### config.mk
export PLATFORM = sky130hd
export DESIGN_NAME = parity_xcvr
export DESIGN_NICKNAME = d
export VERILOG_FILES = /design/src/rtl/parity_xcvr_pkg.sv /design/src/rtl/pxc_dir.sv /design/src/rtl/pxc_latch.sv /design/src/rtl/pxc_parity.sv /design/src/rtl/parity_xcvr.sv
export SDC_FILE = /design/constraint.sdc
export NUM_CORES = 1
export LEC_CHECK = 0
export ABC_AREA = 1
export ABC_CLOCK_PERIOD_IN_PS = 1100
export BUFFER_PORTS_ARGS = -buffer_cell sky130_fd_sc_hd__buf_2
export CORE_MARGIN = 2
export CORE_UTILIZATION = 29
export CTS_BUF_LIST = sky130_fd_sc_hd__clkbuf_4 sky130_fd_sc_hd__clkbuf_8
export CTS_CLUSTER_DIAMETER = 100
export DETAILED_ROUTE_END_ITERATION = 16
export GPL_TIMING_DRIVEN = 0
export PLACE_DENSITY = 0.61
export SYNTH_ARGS = -nofsm -noshare
export SYNTH_HDL_FRONTEND = slang
export SYNTH_SLANG_ARGS = --single-unit
### constraint.sdc
create_clock -name clk -period 1.1 [get_ports clk]
set_clock_uncertainty 0.15 [all_clocks]
set_input_delay 0.055 -clock clk [delete_from_list [all_inputs] [get_ports clk]]
set_output_delay 0.055 -clock clk [all_outputs]
set_load 0.01 [all_outputs]
### src/rtl/parity_xcvr_pkg.sv
// Package: shared types and helpers for the latched parity transceiver.
// Assumes parity bit is the top bit of each held word.
package parity_xcvr_pkg;

    // Direction decode result.
    typedef enum logic [1:0] {
        DIR_IDLE  = 2'd0,
        DIR_A2B   = 2'd1,
        DIR_B2A   = 2'd2,
        DIR_CLASH = 2'd3
    } xfer_dir_t;

    // Parity bit that completes a data XOR for the selected sense.
    function automatic logic fill_par(input logic data_xor, input logic odd);
        return data_xor ^ odd;
    endfunction

endpackage

### src/rtl/pxc_dir.sv
// Direction decoder: turns the two active-low drive requests into
// per-port drive enables and a clash indication.
// Assumes requests are synchronous levels; outputs are combinational.
module pxc_dir
    import parity_xcvr_pkg::*;
(
    input  logic drv_a_n,
    input  logic drv_b_n,
    output logic oe_a,
    output logic oe_b,
    output logic clash
);

    xfer_dir_t dir;

    // Decode request pair into a direction.
    always_comb begin
        unique case ({drv_a_n, drv_b_n})
            2'b10:   dir = DIR_A2B;
            2'b01:   dir = DIR_B2A;
            2'b00:   dir = DIR_CLASH;
            default: dir = DIR_IDLE;
        endcase
    end

    // Drive enables per direction; clash drives nothing.
    always_comb begin
        oe_a  = (dir == DIR_B2A);
        oe_b  = (dir == DIR_A2B);
        clash = (dir == DIR_CLASH);
    end

endmodule

### src/rtl/pxc_latch.sv
// Holding register for one port: loads on a clock edge while enabled,
// holds otherwise. Synchronous active-low reset clears it.
module pxc_latch #(
    parameter int WORD_W = 9
) (
    input  logic              clk,
    input  logic              rst_n,
    input  logic              le,
    input  logic [WORD_W-1:0] d,
    output logic [WORD_W-1:0] q
);

    // Load or hold the port word.
    always_ff @(posedge clk) begin
        if (!rst_n)
            q <= '0;
        else if (le)
            q <= d;
    end

endmodule

### src/rtl/pxc_parity.sv
// Parity unit for one held word: generates parity over the data bits
// and flags a mismatch against the held parity bit (active low).
// Assumes parity bit at index DATA_W, data in DATA_W-1..0.
module pxc_parity
    import parity_xcvr_pkg::*;
#(
    parameter int DATA_W = 8
) (
    input  logic [DATA_W:0] word,
    input  logic            odd_sel,
    output logic            gen_par,
    output logic            err_n
);

    logic data_xor;

    // Generate parity and compare with the held bit.
    always_comb begin
        data_xor = ^word[DATA_W-1:0];
        gen_par  = fill_par(data_xor, odd_sel);
        err_n    = (gen_par == word[DATA_W]);
    end

endmodule

### src/rtl/parity_xcvr.sv
// Top: bidirectional latched parity transceiver between ports A and B.
// Side index 0 is port A, 1 is port B. Each side's register takes the
// driven word when that side is driven, else its bus input.
// Assumes all inputs are synchronous to clk.
module parity_xcvr #(
    parameter int DATA_W = 8
) (
    input  logic              clk,
    input  logic              rst_n,
    input  logic [DATA_W-1:0] a_in,
    input  logic              a_par_in,
    output logic [DATA_W-1:0] a_out,
    output logic              a_par_out,
    output logic              a_oe,
    input  logic [DATA_W-1:0] b_in,
    input  logic              b_par_in,
    output logic [DATA_W-1:0] b_out,
    output logic              b_par_out,
    output logic              b_oe,
    input  logic              drv_a_n,
    input  logic              drv_b_n,
    input  logic              pass_sel,
    input  logic              odd_sel,
    input  logic              a_le,
    input  logic              b_le,
    output logic              a_err_n,
    output logic              b_err_n,
    output logic              oe_clash
);

    localparam int WORD_W = DATA_W + 1;
    localparam int SIDES  = 2;

    logic [WORD_W-1:0] rx_word [SIDES];
    logic [WORD_W-1:0] held    [SIDES];
    logic [WORD_W-1:0] lat_d   [SIDES];
    logic [WORD_W-1:0] tx_word [SIDES];
    logic              oe      [SIDES];
    logic              le      [SIDES];
    logic              gen     [SIDES];
    logic              err     [SIDES];

    // Gather per-side inputs into arrays.
    always_comb begin
        rx_word[0] = {a_par_in, a_in};
        rx_word[1] = {b_par_in, b_in};
        le[0]      = a_le;
        le[1]      = b_le;
    end

    pxc_dir u_dir (
        .drv_a_n (drv_a_n),
        .drv_b_n (drv_b_n),
        .oe_a    (oe[0]),
        .oe_b    (oe[1]),
        .clash   (oe_clash)
    );

    for (genvar s = 0; s < SIDES; s++) begin : g_side
        localparam int SRC = SIDES - 1 - s;

        // Outgoing word: source data plus passed or generated parity.
        always_comb begin
            tx_word[s] = '0;
            if (oe[s])
                tx_word[s] = {(pass_sel ? held[SRC][DATA_W] : gen[SRC]),
                              held[SRC][DATA_W-1:0]};
        end

        // Register input: driven word loops back, else the bus input.
        always_comb lat_d[s] = oe[s] ? tx_word[s] : rx_word[s];

        pxc_latch #(.WORD_W(WORD_W)) u_lat (
            .clk   (clk),
            .rst_n (rst_n),
            .le    (le[s]),
            .d     (lat_d[s]),
            .q     (held[s])
        );

        pxc_parity #(.DATA_W(DATA_W)) u_par (
            .word    (held[s]),
            .odd_sel (odd_sel),
            .gen_par (gen[s]),
            .err_n   (err[s])
        );
    end

    // Map side arrays back to ports.
    always_comb begin
        {a_par_out, a_out} = tx_word[0];
        {b_par_out, b_out} = tx_word[1];
        a_oe    = oe[0];
        b_oe    = oe[1];
        a_err_n = err[0];
        b_err_n = err[1];
    end

endmodule

======== After elaboration in Yosys (flattened, before gate mapping) ========
Index checks and enable logic that the tools add are counted.
storage, ports and cells
  latch bits .............................. 0
  memory bits (writable) .................. 0
  register bits ........................... 18
  bits in read-only memories .............. 0
  output and inout bits ................... 23
  input port bits ......................... 26
  memories ................................ 0
cells by class
  multiply operators ...................... 0
  reduce and logical (&&, ||, !) cells .... 3
  $lt $le $gt $ge ......................... 0
  bitwise operators ....................... 2
  add/sub/neg operators ................... 0
  shift operators ......................... 0
  eq/ne operators ......................... 7
  div/mod/pow operators ................... 0
  multiplexer cells ....................... 7
operators by type and width
  cell                                            count
  two-way mux 9 bit                               4
  parity 8 bit                                    2
  == test 2 bit (second input constant)           3
  one-hot mux 2 bit (3 select lines)              1
  == test 2 x 1 -> 1 bit (second input constant)  2
  == test 1 bit                                   2
  zero test 2 bit                                 1
  two-way mux 1 bit                               2
  XOR 1 bit                                       2

======== Longest topological paths before layout ========
Gate-level depths: netlist of the first run.
  word-level depth ........................ 5
  gate-level depth with buffers ........... 11
  depth with buffers taken out ............ 11

======== Hierarchy ========
From an unflattened synthesis of the first run, not the netlist that was laid out.
second synthesis, totals
  cell total of the unflattened synthesis .. 288
  area, all modules ....................... 1609.0 um^2
modules (own cells, without submodules)
  module       cells an instance  times used  area each (um^2)  seq. area each (um^2)
  pxc_latch    57                 2           446.7             180.2
  parity_xcvr  85                 1           361.6             0.0
  pxc_parity   42                 2           167.7             0.0
  pxc_dir      5                  1           18.8              0.0

======== Worst setup path before layout of the first run ========
Ideal clock, no wire load.
  path kind ............................... register to output
  from .................................... register g_side[0].u_lat.q[1]
  to ...................................... output port a_err_n
  arrival ................................. 1.069 ns
  path slack .............................. -0.174 ns
  cell stages (with the launch flop) ...... 11
  path buffers ............................ 0
  cell sequence ........................... dfxtp_1 inv_2 nand2_1 nand2_1 nand2_1 nand2_1 nand2_1 nand2_1 nand2_2 nand2_1 xnor2_1
between the ends
  cells in the longest elaborated chain, start to end .. 3
RTL lines
  element                 RTL line               RTL
  from (decl)             pxc_latch.sv:10        output logic [WORD_W-1:0] q
  from (signal assigned)  pxc_latch.sv:16        q <= '0;
  from (signal assigned)  pxc_latch.sv:18        q <= d;
  parity 8 bit            pxc_parity.sv:19       data_xor = ^word[DATA_W-1:0];
  XOR 1 bit               parity_xcvr_pkg.sv:15  return data_xor ^ odd;
  == test 1 bit           pxc_parity.sv:21       err_n = (gen_par == word[DATA_W]);
  to (decl)               parity_xcvr.sv:26      output logic a_err_n,
No other way between the ends.

======== Worst setup path after layout of the first run ========
  from .................................... register g_side[1].u_lat.q[1]
  to ...................................... output port b_err_n
between the ends
  cells in the longest elaborated chain, start to end .. 3
RTL lines
  element                 RTL line               RTL
  from (decl)             pxc_latch.sv:10
  from (signal assigned)  pxc_latch.sv:16
  from (signal assigned)  pxc_latch.sv:18
  parity 8 bit            pxc_parity.sv:19
  XOR 1 bit               parity_xcvr_pkg.sv:15
  == test 1 bit           pxc_parity.sv:21
  to (decl)               parity_xcvr.sv:27      output logic b_err_n,
No other way between the ends.

==> parameters.txt, run 1 <==
Parameter                              Value

Die
  Die span in x ... 68.46 um
  Core box area ... 4000 um^2
  Floorplan die area ... 4687 um^2
  Count of pins on the block boundary ... 49
  Height of the chip ... 68.46 um
  Core Rows ... 23
  Starting density of the core ... 30.12%

Critical path
  Worst r2r src ... g_side[0].u_lat.q[0]
  Crit Reg-Reg Endpoint ... g_side[1].u_lat.q[8]
  Setup crit start kind ... flop
  Data required time of the worst path ... 0.89 ns
  Worst path max stage delay ... 0.35 ns
  Slack of the worst reg-to-reg path ... -0.34 ns
  Critical-path maximum fanout ... 3
  Length in cells of the worst reg-to-reg path ... 11
  Max stage delay cell, worst path ... sky130_fd_sc_hd__dfxtp_2
  Crit path capture type ... output port
  Chain of cells forming the critical path ... inv_2, nand2_2, nand2_2, nand2_2, nand2_2, nand2_2, nand2_2, nand2_2, nand2_2, xor2_2, buf_2
  Cell repeated most along the worst path ... sky130_fd_sc_hd__nand2_2
  CP Data Arrival Time ... 1.49 ns
  Critical path type ... flop to output port

STA
  Headroom to the max-slew limit ... 72.36%
  Final count of hold timing violations ... 8
  Post-layout min period ... 1.692 ns
  Setup repair after global routing missed its margin ... yes
  Number of endpoints failing setup at the final stage ... 13
  Final worst path period share ... 153.8%
  Fmax ... 0.5910 GHz
  Worst-Margin Slew ... 0.4145 ns
  Final WS setup ... -0.5921 ns
  Hold_ws ... -0.02558 ns
  Final Max Tran Viols ... 0

CTS
  Clock slew seen by the registers of the worst setup and hold paths ... 0.07 ns
  Maximum buffer depth of the clock tree ... 2
  Root buffer cell ... sky130_fd_sc_hd__clkbuf_8
  Clock tree from TritonCTS ... built
  Number of levels the H-tree was split into ... 1
  Inserted Clock Buffers ... 3
  Sink count of the clock tree ... 18
  Insertion delay of the later-clocked pin in the worst-skew pair ... 0.25 ns

Placement
  HPWL after DPL ... 2671 um
  PortBufs ... 46
  Total cell area at the placement stage ... 1525 um^2
  Gpl congestion ... 0.8454

Route
  DRC Markers ... 0
  Post-route antenna net violation count ... 0
  Total via count after detailed routing ... 1,473
  Vias/cell ... 4.518
  Detailed-router iteration count before antenna repair ... 4
  Detailed Route Iter0 Violations ... 60
  Average detailed-routed wire length per instance ... 11.92 um
  Final wirelength ... 3887 um

Layout
  Multi-input gate area in the final layout ... 847.1 um^2
  Post-layout nets ... 303
  Largest register by flop count ... g_side.u_lat.q
  Sequential cell area in the final layout ... 395.4 um^2
  Flip-flop count of the largest register after layout ... 18
  Number of filler cells placed in the layout ... 370
  Diodes inserted ... 0
  Fraction of final layout cells with drive strength greater than 1 ... 53.62%
  Final instance area ... 2152 um^2
  Area growth from synthesis to layout ... 78.61%
  Commonest non-fill, non-tap cells in the layout ... sky130_fd_sc_hd__nand2_1 (40), sky130_fd_sc_hd__buf_2 (33), sky130_fd_sc_hd__inv_1 (22), sky130_fd_sc_hd__nand2_2 (20), sky130_fd_sc_hd__buf_6 (20)
  Biggest regs ... g_side.u_lat.q x18
  Most common library cell in the layout ignoring fill and taps ... sky130_fd_sc_hd__nand2_1

Synthesis
  Netlist area before placement ... 1205 um^2
  Portion of the post-synthesis area used by sequential elements ... 29.91%
  Synth cell types ... 20
  Count of synthesis-stage warnings from yosys ... 0
  Mean area per synthesized cell ... 6.055 um^2
  Post-Synthesis Cells ... 199
  #FFs+latches synth ... 18
  Synthesized netlist net count ... 225

Hold path
  Hold Path Depth ... 3
  Worst min-delay path category ... input pin to flop
  Critical hold path startpoint ... rst_n
  Sink of the worst hold path ... g_side[0].u_lat.q[5]

Run
  Max-cap check violation count ... 0

Global routing
  Global Route Usage Sum ... 17.44%
  Number of global-route vias before repair ... 1,400
  Antenna violations before repair ... 0
  Maximum number of pins on one net before global-route repair ... 11
  Total overflow reported by the global router ... 0
  First-pass GRT wire length ... 6141 um

Power and ir drop
  Peak supply drop ... 0.5007 mV
  Power share of the clock group ... 26.7%
  Total power draw ... 2.063 mW
  Switching power total ... 0.6919 mW
  Static leakage ... 1.024 nW
  Internal power consumption ... 1.371 mW
  Power share of the combinational group ... 36.4%
  Reg power frac ... 36.9%
  P per Cell Area ... 958.7 nW/um^2
  Switching fraction of total power ... 33.54%

Run status
  Violated checks ... negative hold slack, negative setup slack
  Run status ... finished, violations left
-- kinds of logic (layout without fill, tap and decap cells) --
| group | after synthesis | count (layout) | share of synthesized area [%] |
|---|---|---|---|
| xor gates and xnor gates | 6 | 6 | 4.362 |
| buffers and inverters | 49 | 126 | 16.20 |
| and+or+nand+nor | 87 | 87 | 30.63 |
| AOI/OAI and AO/OA | 39 | 39 | 18.90 |
| DFF | 18 | 18 | 29.91 |
-- Yosys cell counts --
master | count | share of area (%)
sky130_fd_sc_hd__nand2_1 | 58 | 18
sky130_fd_sc_hd__inv_1 | 36 | 11
sky130_fd_sc_hd__dfxtp_1 | 18 | 30
sky130_fd_sc_hd__o21ai_0 | 18 | 7.5
sky130_fd_sc_hd__a31oi_1 | 16 | 8.3
sky130_fd_sc_hd__nor2_1 | 16 | 5.0
sky130_fd_sc_hd__inv_2 | 6 | 1.9
sky130_fd_sc_hd__nand3_1 | 6 | 2.5
sky130_fd_sc_hd__buf_2 | 3 | 1.2
sky130_fd_sc_hd__nand2_2 | 3 | 1.6
sky130_fd_sc_hd__xnor2_1 | 3 | 2.2
sky130_fd_sc_hd__xor2_1 | 3 | 2.2
sky130_fd_sc_hd__a21boi_0 | 2 | 1.2
sky130_fd_sc_hd__a21oi_2 | 2 | 1.5
sky130_fd_sc_hd__clkbuf_1 | 2 | 0.62
sky130_fd_sc_hd__nand3_2 | 2 | 1.7
sky130_fd_sc_hd__nor2_4 | 2 | 1.9
sky130_fd_sc_hd__a21oi_1 | 1 | 0.41
sky130_fd_sc_hd__buf_1 | 1 | 0.31
sky130_fd_sc_hd__buf_6 | 1 | 0.93
-- worst max-delay path: cells and delay by family (launching register included) --
| kind | cells | cell delay (ns) |
|---|---|---|
| and+or+nand+nor | 8 | 0.54 |
| DFF | 1 | 0.35 |
| xor gates and xnor gates | 1 | 0.16 |
| buffers and inverters | 2 | 0.17 |
-- how the worst max path moves through the flow --
stage	cells past startpoint	slack [ns]	from	endpoint
after floorplan	10	-0.12	g_side[0].u_lat.q[1]	a_err_n
after global placement	7	-0.32	g_side[0].u_lat.q[4]	a_err_n
after detailed placement	7	-0.35	g_side[0].u_lat.q[4]	a_err_n
after CTS	7	-0.54	g_side[0].u_lat.q[7]	a_err_n
after global routing	10	-0.68	g_side[0].u_lat.q[1]	b_par_out
final	11	-0.59	g_side[1].u_lat.q[1]	b_err_n
-- per-layer routing --
layer	track usage [%]	up-vias	share of wire [%]	routed length (um)
met5	0	-	0	0
met4	3.750	0	0.33	13
met3	4.112	2	6.8	266
met2	27.88	48	49	1896
met1	23.68	655	44	1711
li1	-	768	-	-
-- area by class of cell --
type                    count  share of cell area, %
multi-input cells         132                  39.36
plain buffers               7                  1.744
inverters                  42                  7.674
clock buffers               4                  2.558
flip-flops and latches     18                  18.37
well taps                  50                  2.907
repair buffers             73                  27.38
-- timing repair --
item	in CTS	in global routing
setup buffers	9	3
endpoints found under the setup margin	21	31
gates resized for setup	63	40
pin swaps	19	20
hold buffers	19	0
hold endpoints to repair	18	0
-- power groups by stage --
| stage | logic, mW | clock network [mW] | registers, mW |
|---|---|---|---|
| global placement | 0.531 | 0 | 0.762 |
| floorplan | 0.382 | 0 | 0.752 |
| finish | 0.751 | 0.551 | 0.761 |
| detailed placement | 0.538 | 0 | 0.763 |
| CTS | 0.682 | 0.563 | 0.760 |
| global route | 0.838 | 0.592 | 0.768 |
-- per-stage QoR --
| step | TNS [ns] | util [%] | hold WS, ns | setup slack (ns) | instances |
|---|---|---|---|---|---|
| 6_report | -3.304 | 53.80 | -0.02558 | -0.5921 | 326 |
| 5_1_grt | -4.532 | 53.80 | 0.0001459 | -0.6800 | 326 |
| 3_3_place_gp | -2.165 | 38.13 | 0.1649 | -0.3184 | 295 |
| 4_1_cts | -3.588 | 50.55 | 0.02725 | -0.5443 | 326 |
| 2_1_floorplan | -0.5891 | - | -0.008744 | -0.1239 | 199 |
| 3_5_place_dp | -2.284 | 38.13 | 0.1689 | -0.3493 | 295 |
Power figures use the tool's default switching activity.
==> inputs of run 2 (changes only) <==
--- a/config.mk
+++ b/config.mk
@@ -8,13 +8,14 @@
 export ABC_AREA = 1
 export ABC_CLOCK_PERIOD_IN_PS = 1100
 export BUFFER_PORTS_ARGS = -buffer_cell sky130_fd_sc_hd__buf_2
+export CAP_MARGIN = 20
 export CORE_MARGIN = 2
-export CORE_UTILIZATION = 29
+export CORE_UTILIZATION = 30
 export CTS_BUF_LIST = sky130_fd_sc_hd__clkbuf_4 sky130_fd_sc_hd__clkbuf_8
 export CTS_CLUSTER_DIAMETER = 100
 export DETAILED_ROUTE_END_ITERATION = 16
 export GPL_TIMING_DRIVEN = 0
-export PLACE_DENSITY = 0.61
+export PLACE_DENSITY = 0.62
 export SYNTH_ARGS = -nofsm -noshare
 export SYNTH_HDL_FRONTEND = slang
 export SYNTH_SLANG_ARGS = --single-unit
==> parameters.txt, run 2 (synthesis gave the netlist of run 1 again) <==
Parameter                              Value

Layout
  Final design utilization ... 57.19%
  Number of filler cells placed in the layout ... 370
  Biggest regs ... g_side.u_lat.q x18
  Post-layout nets ... 313
  Most common library cell in the layout ignoring fill and taps ... sky130_fd_sc_hd__nand2_1
  Fraction of final layout cells with drive strength greater than 1 ... 54.39%
  Area growth from synthesis to layout ... 87.12%
  Final instance area ... 2255 um^2
  Diodes inserted ... 0
  Commonest non-fill, non-tap cells in the layout ... sky130_fd_sc_hd__nand2_1 (36), sky130_fd_sc_hd__buf_2 (35), sky130_fd_sc_hd__inv_1 (25), sky130_fd_sc_hd__nand2_2 (22), sky130_fd_sc_hd__dlygate4sd3_1 (22)
  Largest register by flop count ... g_side.u_lat.q
  Flip-flop count of the largest register after layout ... 18

CTS
  Inserted Clock Buffers ... 3
  Insertion delay of the later-clocked pin in the worst-skew pair ... 0.25 ns
  Root buffer cell ... sky130_fd_sc_hd__clkbuf_8
  Clock slew seen by the registers of the worst setup and hold paths ... 0.07 ns
  Number of levels the H-tree was split into ... 1
  Clock tree from TritonCTS ... built
  Maximum buffer depth of the clock tree ... 2
  Sink count of the clock tree ... 18

Hold path
  Worst min-delay path category ... input pin to flop
  Critical hold path startpoint ... drv_b_n
  Hold Path Depth ... 4

Global routing
  First-pass GRT wire length ... 5989 um
  Total overflow reported by the global router ... 0
  Maximum number of pins on one net before global-route repair ... 11
  Global Route Usage Sum ... 17.55%
  Number of global-route vias before repair ... 1,407
  Antenna violations before repair ... 0

Die
  Core Rows ... 23
  Starting density of the core ... 30.56%
  Core box area ... 3943 um^2
  Count of pins on the block boundary ... 49
  Die span in x ... 67.38 um
  Floorplan die area ... 4539 um^2
  Height of the chip ... 67.38 um

Critical path
  Worst r2r src ... g_side[0].u_lat.q[0]
  Worst path depth ... 11
  Buffers plus inverters on the worst setup path ... 2
  Length in cells of the worst reg-to-reg path ... 12
  Kind of cell with the highest combined delay on the critical path ... simple AND/OR/NAND/NOR gates
  Critical-path maximum fanout ... 3
  Setup crit start kind ... flop
  Worst setup path startpoint ... g_side[0].u_lat.q[0]
  Data required time of the worst path ... 0.89 ns
  CP Data Arrival Time ... 1.45 ns
  Critical path type ... flop to output port
  Worst path max stage delay ... 0.35 ns
  Chain of cells forming the critical path ... inv_2, nand2_2, nand2_2, nand2_2, nand2_2, nand2_2, nand2_2, nand2_2, nand2_2, xnor2_2, buf_2
  Crit path capture type ... output port
  Max stage delay cell, worst path ... sky130_fd_sc_hd__dfxtp_2
  Cell repeated most along the worst path ... sky130_fd_sc_hd__nand2_2

Route
  Detailed Route Iter0 Violations ... 60
  Average detailed-routed wire length per instance ... 12.04 um
  Detailed-router iteration count before antenna repair ... 4
  Post-route antenna net violation count ... 0
  DRC Markers ... 0
  Final wirelength ... 4032 um
  Vias/cell ... 4.597
  Total via count after detailed routing ... 1,540

Placement
  Total cell area at the placement stage ... 1525 um^2
  PortBufs ... 46
  HPWL after DPL ... 2685 um
  Gpl congestion ... 0.8390

STA
  Final Max Tran Viols ... 0
  Hold_ws ... 0.05509 ns
  Worst-Margin Slew ... 0.4102 ns
  Post-route setup TNS ... -3.361 ns
  Final WS setup ... -0.5517 ns
  Post-layout min period ... 1.652 ns
  Headroom to the max-slew limit ... 72.65%
  Final worst path period share ... 150.2%
  Number of endpoints failing setup at the final stage ... 17
  Final count of hold timing violations ... 0
  Setup repair after global routing missed its margin ... yes
  Fmax ... 0.6054 GHz

Run
  Max-cap check violation count ... 0

Power and ir drop
  Peak supply drop ... 0.3627 mV
  P per Cell Area ... 892.9 nW/um^2
  Static leakage ... 1.096 nW

Run status
  Run status ... finished, violations left
  Violated checks ... negative setup slack
-- run 2: what timing repair did --
item                       in CTS  in global routing
setup endpoints to repair      20                 32
resized for setup              57                 49
buffers inserted               12                  4
hold endpoints to repair       18                  2
hold buffers                   19                  4
pin swaps                      22                 19
-- run 2: per-stage QoR --
stage / cells / setup slack, ns / power, mW
6_report: 335 / -0.5517 / 2.013
5_1_grt: 335 / -0.6710 / 2.131
4_1_cts: 329 / -0.5601 / 1.896
3_5_place_dp: 295 / -0.3519 / 1.304
3_3_place_gp: 295 / -0.3121 / 1.292
2_1_floorplan: 199 / -0.1239 / 1.134
-- run 2: layout make-up --
cell class | instances | area [um^2] | share of cell area (%)
Buffer | 7 | 37.54 | 1.665
Clock buffer | 3 | 41.29 | 1.831
Inverter | 42 | 165.2 | 7.325
Multi-Input combinational cell | 132 | 883.3 | 39.18
Sequential cell | 18 | 395.4 | 17.54
Tap cell | 50 | 62.56 | 2.775
Timing Repair Buffer | 83 | 669.4 | 29.69
-- run 2: per-layer routing --
layer | vias to the layer above | wire, um | track usage [%]
li1 | 794 | - | -
met1 | 687 | 1792 | 22.62
met2 | 48 | 1933 | 29.58
met3 | 11 | 207 | 2.833
met4 | 0 | 98 | 6.122
met5 | - | 0 | 0
-- run 2: final timing paths --
check | slack [ns] | end
setup / recovery | -0.55 | a_err_n
hold reg to reg | 0.39 | g_side[0].u_lat.q[3]
setup reg to reg | -0.38 | g_side[1].u_lat.q[8]
hold / removal | 0.06 | g_side[1].u_lat.q[4]
-- run 2: worst reg2reg max path: stages, from the launching register on --
cell and delay [ns]:
sky130_fd_sc_hd__dfxtp_2 0.35, sky130_fd_sc_hd__inv_2 0.05, sky130_fd_sc_hd__nand2_2 0.08, sky130_fd_sc_hd__nand2_2 0.05
sky130_fd_sc_hd__nand2_2 0.08, sky130_fd_sc_hd__nand3_2 0.09, sky130_fd_sc_hd__nand2_2 0.09, sky130_fd_sc_hd__nand2_2 0.06
sky130_fd_sc_hd__nand3_2 0.06, sky130_fd_sc_hd__nand2_2 0.06, sky130_fd_sc_hd__buf_6 0.11, sky130_fd_sc_hd__buf_6 0.10
sky130_fd_sc_hd__a21oi_2 0.09
-- run 2: power breakdown --
group          total [mW]  switching (mW)  internal (mW)
logic               0.781           0.410          0.370
clock network       0.464           0.221          0.243
registers           0.768          0.0648          0.703
